## src/rtl/rob_alloc_pkg.sv

```systemverilog
// Shared type for the slot budget tracker: the sharing-mode encoding.
package rob_alloc_pkg;
    typedef enum logic [1:0] {
        POL_SHARED = 2'b00,
        POL_SPLIT  = 2'b01,
        POL_CAP    = 2'b10,
        POL_RSVD   = 2'b11
    } share_pol_e;
endpackage

```

## src/rtl/rob_ceiling_calc.sv

```systemverilog
// Combinational ceiling generator. Maps the mode, cap and active mask to a
// per-thread ceiling. Assumes NTHR <= 4, so the split divisor comes from a
// four-entry lookup of constant quotients. Remainders are dropped.
module rob_ceiling_calc
    import rob_alloc_pkg::*;
#(
    parameter int NTHR  = 4,
    parameter int DEPTH = 32,
    parameter int CW    = $clog2(DEPTH + 1)
) (
    input  logic [1:0]         pol_i,
    input  logic [CW-1:0]      cap_i,
    input  logic [NTHR-1:0]    act_i,
    output logic [NTHR*CW-1:0] ceil_o
);
    localparam int AW = $clog2(NTHR + 1);
    localparam logic [CW-1:0] FULL  = CW'(DEPTH);
    localparam logic [CW-1:0] EVEN  = CW'(DEPTH / NTHR);

    logic [AW-1:0] n_act;
    logic [CW-1:0] share;
    logic [CW-1:0] cap_clamped;

    // Count active threads and pick the even share from the lookup.
    always_comb begin
        n_act = '0;
        for (int t = 0; t < NTHR; t++) n_act = n_act + AW'(act_i[t]);
        case (n_act)
            AW'(1):  share = FULL;
            AW'(2):  share = CW'(DEPTH / 2);
            AW'(3):  share = CW'(DEPTH / 3);
            AW'(4):  share = CW'(DEPTH / 4);
            default: share = EVEN;
        endcase
        cap_clamped = (cap_i > FULL) ? FULL : cap_i;
    end

    // Per-thread ceiling selection by mode.
    always_comb begin
        for (int t = 0; t < NTHR; t++) begin
            case (share_pol_e'(pol_i))
                POL_SPLIT: ceil_o[t*CW +: CW] = act_i[t] ? share : EVEN;
                POL_CAP:   ceil_o[t*CW +: CW] = (act_i[t] && n_act == AW'(1)) ? FULL : cap_clamped;
                default:   ceil_o[t*CW +: CW] = FULL;
            endcase
        end
    end
endmodule

```

## src/rtl/rob_occ_counter.sv

```systemverilog
// Occupancy counter for one thread. Assumes the caller raises dec_i only
// when the count is non-zero and inc_i only when room exists.
module rob_occ_counter #(
    parameter int CW = 6
) (
    input  logic          clk,
    input  logic          rst_n,
    input  logic          inc_i,
    input  logic          dec_i,
    output logic [CW-1:0] occ_o
);
    // Count up on claim, down on release, hold when both or neither.
    always_ff @(posedge clk) begin
        if (!rst_n)              occ_o <= '0;
        else if (inc_i && !dec_i) occ_o <= occ_o + CW'(1);
        else if (dec_i && !inc_i) occ_o <= occ_o - CW'(1);
    end
endmodule

```

## src/rtl/rob_grant_arb.sv

```systemverilog
// Claim arbiter. Grants requests in ascending thread order to threads with
// room, and never grants more in one cycle than the registered free total.
module rob_grant_arb #(
    parameter int NTHR = 4,
    parameter int CW   = 6
) (
    input  logic [NTHR-1:0] req_i,
    input  logic [NTHR-1:0] room_i,
    input  logic [CW-1:0]   glob_free_i,
    output logic [NTHR-1:0] grant_o
);
    logic [CW-1:0] used;

    // Walk threads from 0 upward, spending the global room.
    always_comb begin
        used    = '0;
        grant_o = '0;
        for (int t = 0; t < NTHR; t++) begin
            if (req_i[t] && room_i[t] && (used < glob_free_i)) begin
                grant_o[t] = 1'b1;
                used       = used + CW'(1);
            end
        end
    end
endmodule

```

## src/rtl/rob_slot_alloc.sv

```systemverilog
// Reorder-buffer slot budget tracker for up to four threads. Holds one
// occupancy per thread plus a global total, a registered ceiling per
// thread, and derives free counts and stall lines from them.
module rob_slot_alloc #(
    parameter int NTHR  = 4,
    parameter int DEPTH = 32,
    localparam int CW   = $clog2(DEPTH + 1)
) (
    input  logic               clk,
    input  logic               rst_n,
    input  logic [1:0]         policy_sel,
    input  logic [CW-1:0]      cap_limit,
    input  logic [NTHR-1:0]    thread_active,
    input  logic [NTHR-1:0]    alloc_req,
    input  logic [NTHR-1:0]    retire_req,
    output logic [NTHR*CW-1:0] thread_free,
    output logic [CW-1:0]      total_free,
    output logic [NTHR-1:0]    thread_stall
);
    localparam logic [CW-1:0] FULL = CW'(DEPTH);

    logic [NTHR-1:0]    act_eff;
    logic [NTHR*CW-1:0] ceil_d;
    logic [NTHR*CW-1:0] ceil_q;
    logic [NTHR*CW-1:0] occ_flat;
    logic [NTHR-1:0]    room;
    logic [NTHR-1:0]    grant;
    logic [NTHR-1:0]    dec;
    logic [CW-1:0]      tot_q;
    logic [CW-1:0]      tot_d;

    // In reset every thread counts as active for the ceiling load.
    assign act_eff = rst_n ? thread_active : '1;

    rob_ceiling_calc #(.NTHR(NTHR), .DEPTH(DEPTH), .CW(CW)) u_ceil (
        .pol_i  (policy_sel),
        .cap_i  (cap_limit),
        .act_i  (act_eff),
        .ceil_o (ceil_d)
    );

    // Ceiling register, reloaded on every edge including reset.
    always_ff @(posedge clk) begin
        ceil_q <= ceil_d;
    end

    rob_grant_arb #(.NTHR(NTHR), .CW(CW)) u_arb (
        .req_i       (alloc_req),
        .room_i      (room),
        .glob_free_i (total_free),
        .grant_o     (grant)
    );

    for (genvar t = 0; t < NTHR; t++) begin : g_thr
        logic [CW-1:0] occ;
        logic [CW-1:0] ceil_t;
        assign ceil_t = ceil_q[t*CW +: CW];
        assign dec[t] = retire_req[t] && (occ != '0);

        rob_occ_counter #(.CW(CW)) u_cnt (
            .clk   (clk),
            .rst_n (rst_n),
            .inc_i (grant[t]),
            .dec_i (dec[t]),
            .occ_o (occ)
        );

        assign occ_flat[t*CW +: CW]    = occ;
        assign thread_free[t*CW +: CW] = (occ >= ceil_t) ? '0 : (ceil_t - occ);
        assign room[t]                 = (thread_free[t*CW +: CW] != '0);
        assign thread_stall[t]         = !room[t] || (total_free == '0);
    end

    // Next global total from this cycle's grants and releases.
    always_comb begin
        tot_d = tot_q + CW'($countones(grant)) - CW'($countones(dec));
    end

    // Global occupancy register.
    always_ff @(posedge clk) begin
        if (!rst_n) tot_q <= '0;
        else        tot_q <= tot_d;
    end

    assign total_free = FULL - tot_q;
endmodule

```

## config.mk

```make
export PLATFORM = sky130hd
export DESIGN_NAME = rob_slot_alloc
export DESIGN_NICKNAME = d
export VERILOG_FILES = /design/src/rtl/rob_alloc_pkg.sv /design/src/rtl/rob_ceiling_calc.sv /design/src/rtl/rob_occ_counter.sv /design/src/rtl/rob_grant_arb.sv /design/src/rtl/rob_slot_alloc.sv
export SDC_FILE = /design/constraint.sdc
export NUM_CORES = 1
export LEC_CHECK = 0
export CAP_MARGIN = 5
export CORE_ASPECT_RATIO = 1.25
export CORE_MARGIN = 3
export CORE_UTILIZATION = 29
export DETAILED_ROUTE_END_ITERATION = 8
export PLACE_DENSITY = 0.54
export SLEW_MARGIN = 40
export SYNTH_ARGS = -nofsm -noshare
export SYNTH_HDL_FRONTEND = slang
export SYNTH_SLANG_ARGS = --single-unit
export TNS_END_PERCENT = 10
```

## constraint.sdc

```tcl
create_clock -name clk -period 14.1 [get_ports clk]
set_input_delay 2.82 -clock clk [delete_from_list [all_inputs] [get_ports clk]]
set_output_delay 2.82 -clock clk [all_outputs]
set_load 0.005 [all_outputs]
```

==> impl.org, run 1 <==
** Outcome
- The run finished with clean final reports.

** CTS
- Post-CTS Hold Fix Bufs :: 0
- Post-CTS repair changed the size of 0 cells.
- In this run the post-CTS setup repair buffer count came out at 0.
- Inserted Clock Buffers :: 5
- The longest clock path from root to sink contains 2 buffers.
- CTS built an H-tree with a depth of 2.
- Clock tree from TritonCTS :: yes
- At the later pin of the worst-skew pair, clock insertion delay measures 290 ps.
- CTS placed an instance of sky130_fd_sc_hd__clkbuf_16 at the clock tree root.
- Register clock-pin slew on the reported worst setup and hold paths :: 70 ps
- Counting every sink on the clock net gives 54.

** Floorplanning
- Measured along the y axis, the die boundary spans 150 um.
- DIE AREA :: approximately 18000 um^2
- Number of primary I/O pins :: 56
- Starting density of the core :: 29.7%
- Floorplan core area :: around 16000 um^2
- Number of standard-cell rows in the floorplan :: between 50 and 60
- In this run the horizontal extent of the chip is 122 um.

** Setup path
- The worst setup path is launched from an input port.
- Cells along the critical path :: clkdlybuf4s50_1 > nor2b_1 > a311oi_1 > ha_1 > ha_1 > a21oi_1 > nor2b_1 > nand3b_2 > mux2i_1 > ha_1 > mux2_2 > and4_1 > a211o_1 > a41o_1 > fa_1 > inv_1 > fa_1 > fa_1 > ha_1 > fa_1 > a211oi_1 > xnor2_1 > and2_1
- The worst setup path is of the input port to register kind.
- Highest cell delay on the worst timing path :: 590 ps
- STA classifies the critical path endpoint as a register.
- Slowest CP cell :: sky130_fd_sc_hd__a311oi_1
- Worst-case register-to-register setup slack :: roughly 6000 ps
- Req. time, crit path :: between 10000 and 15000 ps
- Cell family contributing the most delay on the critical path :: adder cells
- The number of buffers and inverters on the critical path is 2.
- Worst Path Max Fanout :: 5
- At the worst endpoint, the arrival time is 9170 ps.

** Synth
- Combinational family with the most area after synthesis :: adder cells
- Post-Synth XOR/XNOR Area :: 7.60%
- Yosys warning count :: 0
- In this run the mean area of a mapped cell was 8.08 um^2.
- Synth cell types :: 60
- After synthesis, flip-flops and latches occupy roughly 22% of the total area.
- After synthesis the cells add up to roughly 4800 um^2.
- Counting flops and latches in the post-synthesis netlist gives between 50 and 60.
- Main synth FF type :: sky130_fd_sc_hd__dfxtp_1
- Of the post-synthesis cell area, the part taken by muxes is 1.27%.
- Synth Area in Adders :: 22.1%
- The synthesized design contains 0 enable-type register cells.
- Mapped Nets :: 697
- Summing the areas of all compound-gate instances in the mapped netlist gives 18.2% of the synthesized area.
- Cell count after synthesis :: 599
- Summing the areas of all and, or, nand and nor instances in the mapped netlist gives 21.4% of the synthesized area.
- Fraction of synthesis flops using an asynchronous set or reset pin :: 0%

** Routing
- Number of iterations in the first detailed-routing pass :: 5
- Mean number of vias per cell :: 4.86
- Summed over all layers, the routed wires come to roughly 12000 um.
- After the first detailed-routing iteration, the DRC count stood at 150.
- DR WL/cell :: approximately 14 um
- Number of routed nets with antenna violations :: 0
- The detailed router placed between 4000 and 5000 vias in this run.
- Remaining DRCs :: 0

** Cells and area
- Fill cell total of the finished layout :: around 1700
- Layout Area Growth over Synthesis :: 19.3%
- Antenna diode count :: 0
- End-of-flow core utilization :: between 30% and 40%
- Of the cells placed in the final design, the portion with a size suffix greater than 1 is 2.77%.
- Final net count :: 746

** Place
- Post-detailed-placement half-perimeter wirelength :: roughly 9600 um
- At the end of routability-driven placement, the weighted congestion stood at 0.905.
- Quantity of I/O buffers inserted on ports :: 55

** STA
- Measured slew at the worst slew-check pin :: 709 ps
- After layout, the worst path uses 63.7% of the clock period.
- Timing would allow up to 0.111 GHz.
- After layout, the minimum clock period comes to approximately 9000 ps.
- The number of hold violations in the final report came to 0.
- Setup violators final :: 0
- Headroom to the max-slew limit came out at 52.1%.
- For the final routed database, the setup TNS stands at 0 ps.
- The count of pins over their slew limit came to 0.
- Skew final :: 3.59 ps
- Setup repair after global routing left no endpoint under its margin.

** Job
- Count of maximum capacitance violations :: 0

** Global route
- Global routing used 12.8% of the available tracks.
- The via count of the first global-routing pass was 4198.
- Global routing finished with a remaining overflow of 0.
- Wire length of the first global-routing pass :: just under 20000 um
- Antenna violations before repair :: 0
- Entering global routing, the biggest net connects 35 pins.

** Power
- For this design the static power due to leakage is 2.49 nW.
- Across the VDD grid, the largest voltage drop is between 0.07 and 0.08 mV.
- In this run the power density over the cells is about 260 nW/um^2.

** Worst hold path
- The path class of the tightest hold or removal check is register to register.
==> cell usage in the layout (no fill, tap or decap), types with 6 or more instances in the layout <==
| cell | instances |
|---|---|
| sky130_fd_sc_hd__inv_1 | 75 |
| sky130_fd_sc_hd__nor2_1 | 60 |
| sky130_fd_sc_hd__ha_1 | 60 |
| sky130_fd_sc_hd__dfxtp_1 | 54 |
| sky130_fd_sc_hd__clkdlybuf4s50_1 | 54 |
| sky130_fd_sc_hd__nand2_1 | 40 |
| sky130_fd_sc_hd__a21oi_1 | 34 |
| sky130_fd_sc_hd__xnor2_1 | 31 |
| sky130_fd_sc_hd__o21ai_0 | 29 |
| sky130_fd_sc_hd__and2_1 | 29 |
| sky130_fd_sc_hd__nor2b_1 | 18 |
| sky130_fd_sc_hd__a21o_1 | 16 |
| sky130_fd_sc_hd__fa_1 | 16 |
| sky130_fd_sc_hd__xor2_1 | 11 |
| sky130_fd_sc_hd__o21bai_1 | 9 |
| sky130_fd_sc_hd__nand2b_1 | 8 |
| sky130_fd_sc_hd__a22oi_1 | 8 |
| sky130_fd_sc_hd__nor3_1 | 7 |
| sky130_fd_sc_hd__or3_1 | 7 |
| sky130_fd_sc_hd__or4_1 | 6 |
==> state kept, by name (all words and copies together), names as in the netlist <==
register and cells:
tot_q 6, g_thr.u_cnt.occ_o 24, ceil_q 24
==> per-stage QoR <==
step / power [mW] / hold slack (ps) / setup slack, ps / instance area [um^2] / std cells
6_report: 1.49 / 524 / 5120 / 5770 / 865
2_1_floorplan: 1.02 / 472 / 5780 / 4840 / 599
3_3_place_gp: 1.32 / 501 / 5010 / 5600 / 857
4_1_cts: 1.51 / 532 / 5130 / 5770 / 865
3_5_place_dp: 1.35 / 518 / 4820 / 5600 / 857
5_1_grt: 1.65 / 565 / 4860 / 5770 / 865
==> worst paths after layout <==
check	startpoint	to	depth (start not counted)
worst max register to register	g_thr[0].u_cnt.occ_o[0]$_SDFFE_PN0P_	tot_q[5]$_SDFF_PN0_	30
worst max-delay path	alloc_req[0]	tot_q[5]$_SDFF_PN0_	23
worst min-delay path	g_thr[3].u_cnt.occ_o[5]$_SDFFE_PN0P_	g_thr[3].u_cnt.occ_o[5]$_SDFFE_PN0P_	2
worst min register to register	g_thr[3].u_cnt.occ_o[5]$_SDFFE_PN0P_	g_thr[3].u_cnt.occ_o[5]$_SDFFE_PN0P_	2
==> cell usage after synthesis, drive strengths merged, types with 3 or more instances <==
master	n	area share, %
a21oi	36	4.0
and2	29	3.8
mux2i	5	1.0
o21a	3	0.47
and3	4	0.52
or3	7	0.91
dfxtp	54	22
nor2	60	4.7
xnor2	31	5.6
nand2b	8	1.0
nor3	7	0.72
a22oi	8	1.2
a21boi	4	0.62
o31ai	4	0.62
a211oi	3	0.47
nor3b	3	0.47
nor2b	19	2.6
xor2	11	2.0
nand4	4	0.52
or4	6	0.93
clkbuf	9	0.70
a21o	16	2.5
fa	16	6.6
inv	76	5.9
buf	4	0.47
ha	60	16
o21bai	9	1.4
o21ai	29	3.0
nand2	40	3.1
==> report_power, final <==
part / internal, mW / switching (mW)
registers: 0.191 / 0.0423
clock network: 0.0852 / 0.0597
logic: 0.560 / 0.548
==> worst min-delay path: cells and delay by family (launching register included) <==
kind,cells,cell delay [ps]
AOI/OAI and AO/OA,2,140
DFF,1,340
==> final cells by class <==
cell class,instances,area (um^2),share of cell area [%]
Clock buffer,5,125,2.17
Clock inverter,3,47.5,0.824
Inverter,76,285,4.94
Multi-Input combinational cell,456,3410,59.2
Sequential cell,54,1080,18.7
Tap cell,216,270,4.68
Timing Repair Buffer,55,546,9.46
==> cells by family (layout without fill, tap and decap cells) <==
kind of cell | after synthesis | count (layout)
xor+xnor | 42 | 42
buf+inv | 89 | 139
mux | 6 | 6
flops | 54 | 54
fa+ha+maj | 76 | 76
simple gates | 199 | 199
compound gates | 133 | 133
==> metal layers <==
layer,share of wire [%],wire [um],track usage [%]
met2,52,6070,23.5
met1,43,5000,15.1
met3,2.4,283,1.50
met4,2.9,344,4.71
met5,0,0,0
(Power assumes the default switching activity.)
==> run 2, diff against run 1 <==
Settings changed: PLACE_DENSITY 0.54 to 0.55.
Clock period 14.1 ns to 7.8 ns, I/O delays scaled along.
==> impl.org, run 2 (synthesized netlist as in run 1, its figures left out) <==
** Routing
- Dividing the detail-routed wire length by the instance count gives 13.8 um.
- Mean number of vias per cell :: 4.78
- The detail route stage leaves a number of antenna-violating nets equal to 0.
- For this run, the detailed router's first-pass iteration total came to 4.
- The routed design has 12000 um of wire.
- In the routed design, unresolved DRC markers number 0.
- Number of vias after detailed routing :: about 4100
- Initial DRC Count :: about 150

** Cells and area
- The number of antenna diodes in the final layout is 0.
- Leading cell type in the layout, fill and taps excluded :: sky130_fd_sc_hd__inv_1
- Excluding fillers, the count of instances in the completed layout stands at around 870.
- End-of-flow core utilization :: ~36%
- Commonest non-fill, non-tap cells in the layout :: sky130_fd_sc_hd__inv_1 (75), sky130_fd_sc_hd__nor2_1 (60), sky130_fd_sc_hd__ha_1 (60)
- Largest registers ranked by flip-flop count :: ceil_q: 24 flops, g_thr.u_cnt.occ_o: 24 flops, tot_q: 6 flops
- The final layout contains 749 nets.
- After routing the design area is 5820 um^2.
- The area growth from synthesis to layout is 20.4%.
- In the final layout, the share of cells above drive strength 1 is 4.75%.

** STA
- Once routing completed, OpenROAD measured the worst setup slack at 401 ps.
- At the pin with the least slew margin, the transition time is 821 ps.
- Clock period minus final worst setup slack :: approximately 7400 ps
- Final hold violation count :: 0
- For this run, the top clock speed supported by timing is 0.135 GHz.
- Relative slew slack :: about 45%
- Final-layout setup total negative slack :: 0 ps
- Setup violators final :: 0
- Count of pins over their slew limit :: 0
- Worst hold slack across all endpoints :: ~520 ps
- The final critical path takes up approximately 95% of the cycle.
- Skew final :: 7.86 ps

** Setup path
- Startpoint type of the worst setup path :: register
- Worst Setup Path Type :: register to register
- Req. time, crit path :: 8000 ps
- Crit Reg-Reg Endpoint :: tot_q[5]$_SDFF_PN0_
- Data arrival time of the critical path :: 7600 ps
- Most common cell type on the critical path :: sky130_fd_sc_hd__fa_1
- Number of cells traversed by the worst register-to-register path :: 30
- Highest cell delay on the worst timing path :: 490 ps
- STA classifies the critical path endpoint as a register.
- Launch instance of the worst register-to-register path :: g_thr[0].u_cnt.occ_o[0]$_SDFFE_PN0P_
- Setup slack on the worst reg-to-reg path comes out at about 400 ps.
- Slowest CP cell :: sky130_fd_sc_hd__fa_1
- Worst Path Max Fanout :: 5

** Outcome
- The run finished with clean final reports.

** CTS
- Cell at the root of the clock tree :: sky130_fd_sc_hd__clkbuf_16
- At the later pin of the worst-skew pair, clock insertion delay measures 310 ps.
- Clock-pin slew was measured on the worst setup and hold paths at 80 ps.
- In this run the number of H-tree levels came out at 2.
- Clock tree from TritonCTS :: yes
- The clock drives 54 sinks.
- Post CTS Setup Buffer Count :: 0
- In this run, CTS created clock tree buffers numbering 5.
- Maximum buffer depth of the clock tree :: 2

** Job
- Count of maximum capacitance violations :: 0

** Global route
- The number of antenna violations at the first check in global routing was 0.
- The first global-routing pass estimated 19900 um of wire.
- Largest net degree at the start of global routing :: 35
- Total congestion overflow after global routing :: 0
- Aggregate global-route resource usage :: 13.5%
- The via count of the first global-routing pass is 4270.

** Worst hold path
- Hold Path End :: g_thr[1].u_cnt.occ_o[5]$_SDFFE_PN0P_
- Hold Crit Class :: register to register
- Cell depth of the worst min-delay path :: 2
- In this run the most critical hold path is launched from g_thr[1].u_cnt.occ_o[5]$_SDFFE_PN0P_.

** Floorplanning
- From left edge to right edge, the die measures 122 um.
- Floorplan core area :: roughly 16000 um^2
- The die is 150 um tall.
- For this design the top-level I/O count stands at 56.
- DIE AREA :: 18300 um^2
- Number of standard-cell rows in the floorplan :: 52
- Starting density of the core :: 29.7%

** Place
- Number of cells in the design after placement :: 860
- The count of buffers added on input and output ports is 55.
- In this run the cell area measured after placement is 5620 um^2.
- Worst slack, placed :: roughly 41 ps
- Routability cong. :: 0.884
- Post-detailed-placement half-perimeter wirelength :: 9810 um

** Power
- Total power consumption of the routed design :: 2.73 mW
- Leakage :: 2.51 nW
- IR analysis of the VDD net gives a maximum drop of between 0.15 and 0.2 mV.
- In this run the power density over the cells is 469 nW/um^2.
run 2: changes by cell type in the layout (fill, tap and decap cells not counted), sizes merged:
cell / previous run / this run
bufinv: 1 / 0
buf: 1 / 3
clkdlybuf4s50: 54 / 55
clkinv: 0 / 1
run 2: critical path: cells and delay by family (launching register included):
family,cells,cell delay [ps]
AOI/OAI and AO/OA,10,2140
buffers and inverters,2,100
adders and majority gates,9,3230
xor gates and xnor gates,1,100
and+or+nand+nor,6,890
DFF,1,390
muxes,2,430
run 2: how the worst max path moves through the flow:
stage / startpoint / to
5_1_grt: g_thr[0].u_cnt.occ_o[0]$_SDFFE_PN0P_ / tot_q[5]$_SDFF_PN0_
6_report: g_thr[0].u_cnt.occ_o[0]$_SDFFE_PN0P_ / tot_q[5]$_SDFF_PN0_
4_1_cts: g_thr[0].u_cnt.occ_o[0]$_SDFFE_PN0P_ / tot_q[5]$_SDFF_PN0_
3_5_place_dp: alloc_req[0] / tot_q[5]$_SDFF_PN0_
2_1_floorplan: g_thr[0].u_cnt.occ_o[0]$_SDFFE_PN0P_ / tot_q[5]$_SDFF_PN0_
3_3_place_gp: alloc_req[0] / tot_q[5]$_SDFF_PN0_
run 2: final cells by class:
class / count / area, um^2
Clock inverter: 3 / 28.8
Clock buffer: 5 / 125
Timing Repair Buffer: 58 / 573
Multi-Input combinational cell: 456 / 3450
Sequential cell: 54 / 1090
Tap cell: 216 / 270
Inverter: 76 / 285
Fill cell: 1720 / 10400
run 2: what timing repair did:
action / 4_1_cts / 5_1_grt
endpoints found under the hold margin: 0 / 0
resized for setup: 0 / 12
hold buffers: 0 / 0
setup endpoints to repair: 0 / 4
run 2: power by group:
part | internal [mW] | switching [mW]
Clock | 0.123 | 0.115
Combinational | 1.04 | 1.03
Sequential | 0.347 | 0.0723
run 2: per-layer routing:
metal	GRT usage [%]	vias to the layer above	share of wire [%]
li1	-	2143	-
met1	14.9	1926	40
met2	26.4	63	55
met3	1.99	16	2.7
met4	3.98	0	1.7
met5	0	-	0
==> run 3, diff against run 2 <==
Settings changed: CTS_BUF_LIST set to sky130_fd_sc_hd__clkbuf_4 sky130_fd_sc_hd__clkbuf_8.
==> impl.org, run 3 (synthesized netlist as in run 1, its figures left out) <==
** Outcome
- The flow ran to the end, and the final reports show no timing, DRC or antenna violations.

** Cells and area
- The filler cells instantiated in the layout total 1727.
- Antenna diode count :: 0
- In the layout the commonest cells are sky130_fd_sc_hd__inv_1 (75), sky130_fd_sc_hd__nor2_1 (60), sky130_fd_sc_hd__ha_1 (60).
- The finished layout holds a little under 900 standard cells, fillers aside.
- Relative to the synthesized area, the layout overhead comes to 19.2%.
- The largest registers in the layout are ceil_q: 24 flops, g_thr.u_cnt.occ_o: 24 flops, tot_q: 6 flops.
- Leading cell type in the layout, fill and taps excluded :: sky130_fd_sc_hd__inv_1
- Post-route design area :: 5770 um^2
- For this run, the share of the core covered by cells in the final layout is a little over a third.
- Share of cells above drive strength 1 :: 4.75%
- Final net count :: between 700 and 800

** Routing
- Number of routed nets with antenna violations :: 0
- DR WL/cell :: 13.9 um
- Post-detailed-routing wire length :: 12000 um
- For this run, the detailed router's first-pass iteration total came to 4.
- Initial DRC Count :: between 150 and 200
- Mean number of vias per cell :: roughly 4.8
- The routed layout has around 4200 vias.
- For this run, design rule violations remaining after detail routing come to 0.

** Worst hold path
- Cell depth of the worst min-delay path :: 2
- Hold path startpoint :: g_thr[1].u_cnt.occ_o[5]$_SDFFE_PN0P_
- The path with the worst hold slack has its endpoint at g_thr[1].u_cnt.occ_o[5]$_SDFFE_PN0P_.
- The worst hold path belongs to the class register to register.

** CTS
- The tree is rooted in a sky130_fd_sc_hd__clkbuf_8.
- TritonCTS built the clock tree.
- The number of gates resized after CTS was 0.
- Total clock sinks :: 54
- Clock-pin slew was measured on the worst setup and hold paths at 110 ps.
- Inserted Clock Buffers :: 5
- Clock latency of the later-clocked register in the worst-skew pair :: approximately 330 ps
- Buffers inserted to repair hold after CTS numbered 0.
- The longest clock path from root to sink contains 2 buffers.
- The H-tree generated during clock tree synthesis spans 2 levels.
- Once the clock tree was built, the setup fixing pass inserted 0 buffers.

** Power
- Leakage :: approximately 2.5 nW
- Proportion of power drawn by the clock network :: 6.6%
- Combinational logic is responsible for between 70% and 80% of the overall power.
- The design draws ~2.7 mW.
- For this design the total switching power over the nets is about 1.2 mW.
- Per report_power, the sequential group accounts for 15.7% of the total.
- Net switching is a little under half of the power.
- Cell internal power was estimated by the tool at 1.46 mW.
- IR drop worst, VDD :: 0.163 mV
- Power per cell area :: about 460 nW/um^2

** Floorplanning
- The floorplan step set the die height to 150 um.
- The die is between 100 and 150 um wide.
- The initial utilization of the core area, before any placement, comes to 29.7%.
- Floorplan core area :: 16300 um^2
- Number of primary I/O pins :: 56
- Number of standard-cell rows in the floorplan :: 52
- DIE AREA :: between 15000 and 20000 um^2

** Setup path
- CP Buf/Inv Count :: 2
- In this design, the largest share of critical-path delay is due to adder cells.
- Data arrival time of the critical path :: 7650 ps
- The critical path in this run is classified as register to register.
- Launch instance of the worst register-to-register path :: g_thr[0].u_cnt.occ_o[0]$_SDFFE_PN0P_
- Most common cell type on the critical path :: sky130_fd_sc_hd__fa_1
- STA classifies the critical path startpoint as a register.
- Slowest CP cell :: sky130_fd_sc_hd__fa_1
- For the worst setup path, the data required time is between 8000 and 9000 ps.
- On the worst path, the slowest cell contributes a delay of approximately 500 ps.
- Across all register-to-register paths, the minimum setup slack is 380 ps.
- Kind of end point of the critical path :: register
- Worst Path Max Fanout :: 5
- Crit Reg-Reg Endpoint :: tot_q[5]$_SDFF_PN0_
- For the worst flop-to-flop path, the logic depth is 30.

** STA
- Skew final :: between 10 and 15 ps
- At the pin with the least slew margin, the transition time is 855 ps.
- Counting I/O delays and the setup requirement, the final critical path takes around 7400 ps.
- Final period util :: 95.1%
- Worst hold slack across all endpoints :: 524 ps
- Setup violations remaining at the end of the flow were counted as 0.
- The number of hold violations in the final report was 0.
- The count of pins over their slew limit is 0.
- Highest achievable clock rate :: 0.135 GHz
- Relative slew slack :: 42.3%

** Global route
- Aggregate global-route resource usage :: 13.5%
- The first global-routing pass estimated around 20000 um of wire.
- Antenna violations before repair :: 0
- The via count of the first global-routing pass was ~4300.
- Largest net degree at the start of global routing :: 35
- The total overflow left after global routing is 0.

** Place
- Routability cong. :: 0.884
- Post-detailed-placement half-perimeter wirelength :: 9810 um
- Quantity of I/O buffers inserted on ports :: 55
- Post-Place Cell Area :: 5620 um^2
- Number of cells in the design after placement :: 860

** Job
- Max-cap violations in this run came to 0.
run 3: power groups by stage:
| stage | clock (mW) | sequential, mW | combinational, mW |
|---|---|---|---|
| finish | 0.177 | 0.420 | 2.07 |
| global route | 0.196 | 0.433 | 2.35 |
| CTS | 0.185 | 0.420 | 2.07 |
| detailed placement | 0 | 0.426 | 2.05 |
| global placement | 0 | 0.423 | 2.00 |
| floorplan | 0 | 0.403 | 1.44 |
run 3: cell type report:
cell class	instances	area, um^2	share of cell area, %
clock buffers	5	68.8	1.19
clock inverters	3	28.8	0.499
inverters	76	285	4.95
multi-input cells	456	3450	59.9
flip-flops and latches	54	1090	18.9
well taps	216	270	4.69
repair buffers	58	573	9.93
run 3: stage by stage:
stage	TNS, ps	worst slack, ps
6_report	0	381
3_5_place_dp	0	40.6
3_3_place_gp	0	237
4_1_cts	0	71.7
2_1_floorplan	0	531
5_1_grt	-29.4	-29.4
run 3: per-layer routing:
metal | part of all wire, % | vias up | GRT usage (%) | wire length [um]
met5 | 0 | - | 0 | 0
met4 | 1.6 | 0 | 3.31 | 187
met1 | 41 | 1938 | 14.9 | 4880
met3 | 2.5 | 19 | 1.88 | 305
li1 | - | 2137 | - | -
met2 | 55 | 57 | 26.6 | 6670
run 3: worst max path at each step:
stage / from / to / slack (ps) / depth (start not counted)
final: g_thr[0].u_cnt.occ_o[0]$_SDFFE_PN0P_ / tot_q[5]$_SDFF_PN0_ / 380 / 30
after global placement: alloc_req[0] / tot_q[5]$_SDFF_PN0_ / 240 / 23
after global routing: g_thr[0].u_cnt.occ_o[0]$_SDFFE_PN0P_ / tot_q[5]$_SDFF_PN0_ / -30 / 30
after CTS: g_thr[0].u_cnt.occ_o[0]$_SDFFE_PN0P_ / tot_q[5]$_SDFF_PN0_ / 70 / 30
after floorplan: g_thr[0].u_cnt.occ_o[0]$_SDFFE_PN0P_ / tot_q[5]$_SDFF_PN0_ / 530 / 30
after detailed placement: alloc_req[0] / tot_q[5]$_SDFF_PN0_ / 40 / 23
run 3: tightest hold or removal path: stages (launching register included):
cell and delay [ps]:
sky130_fd_sc_hd__dfxtp_1 350, sky130_fd_sc_hd__o21ai_0 70, sky130_fd_sc_hd__a21boi_0 70
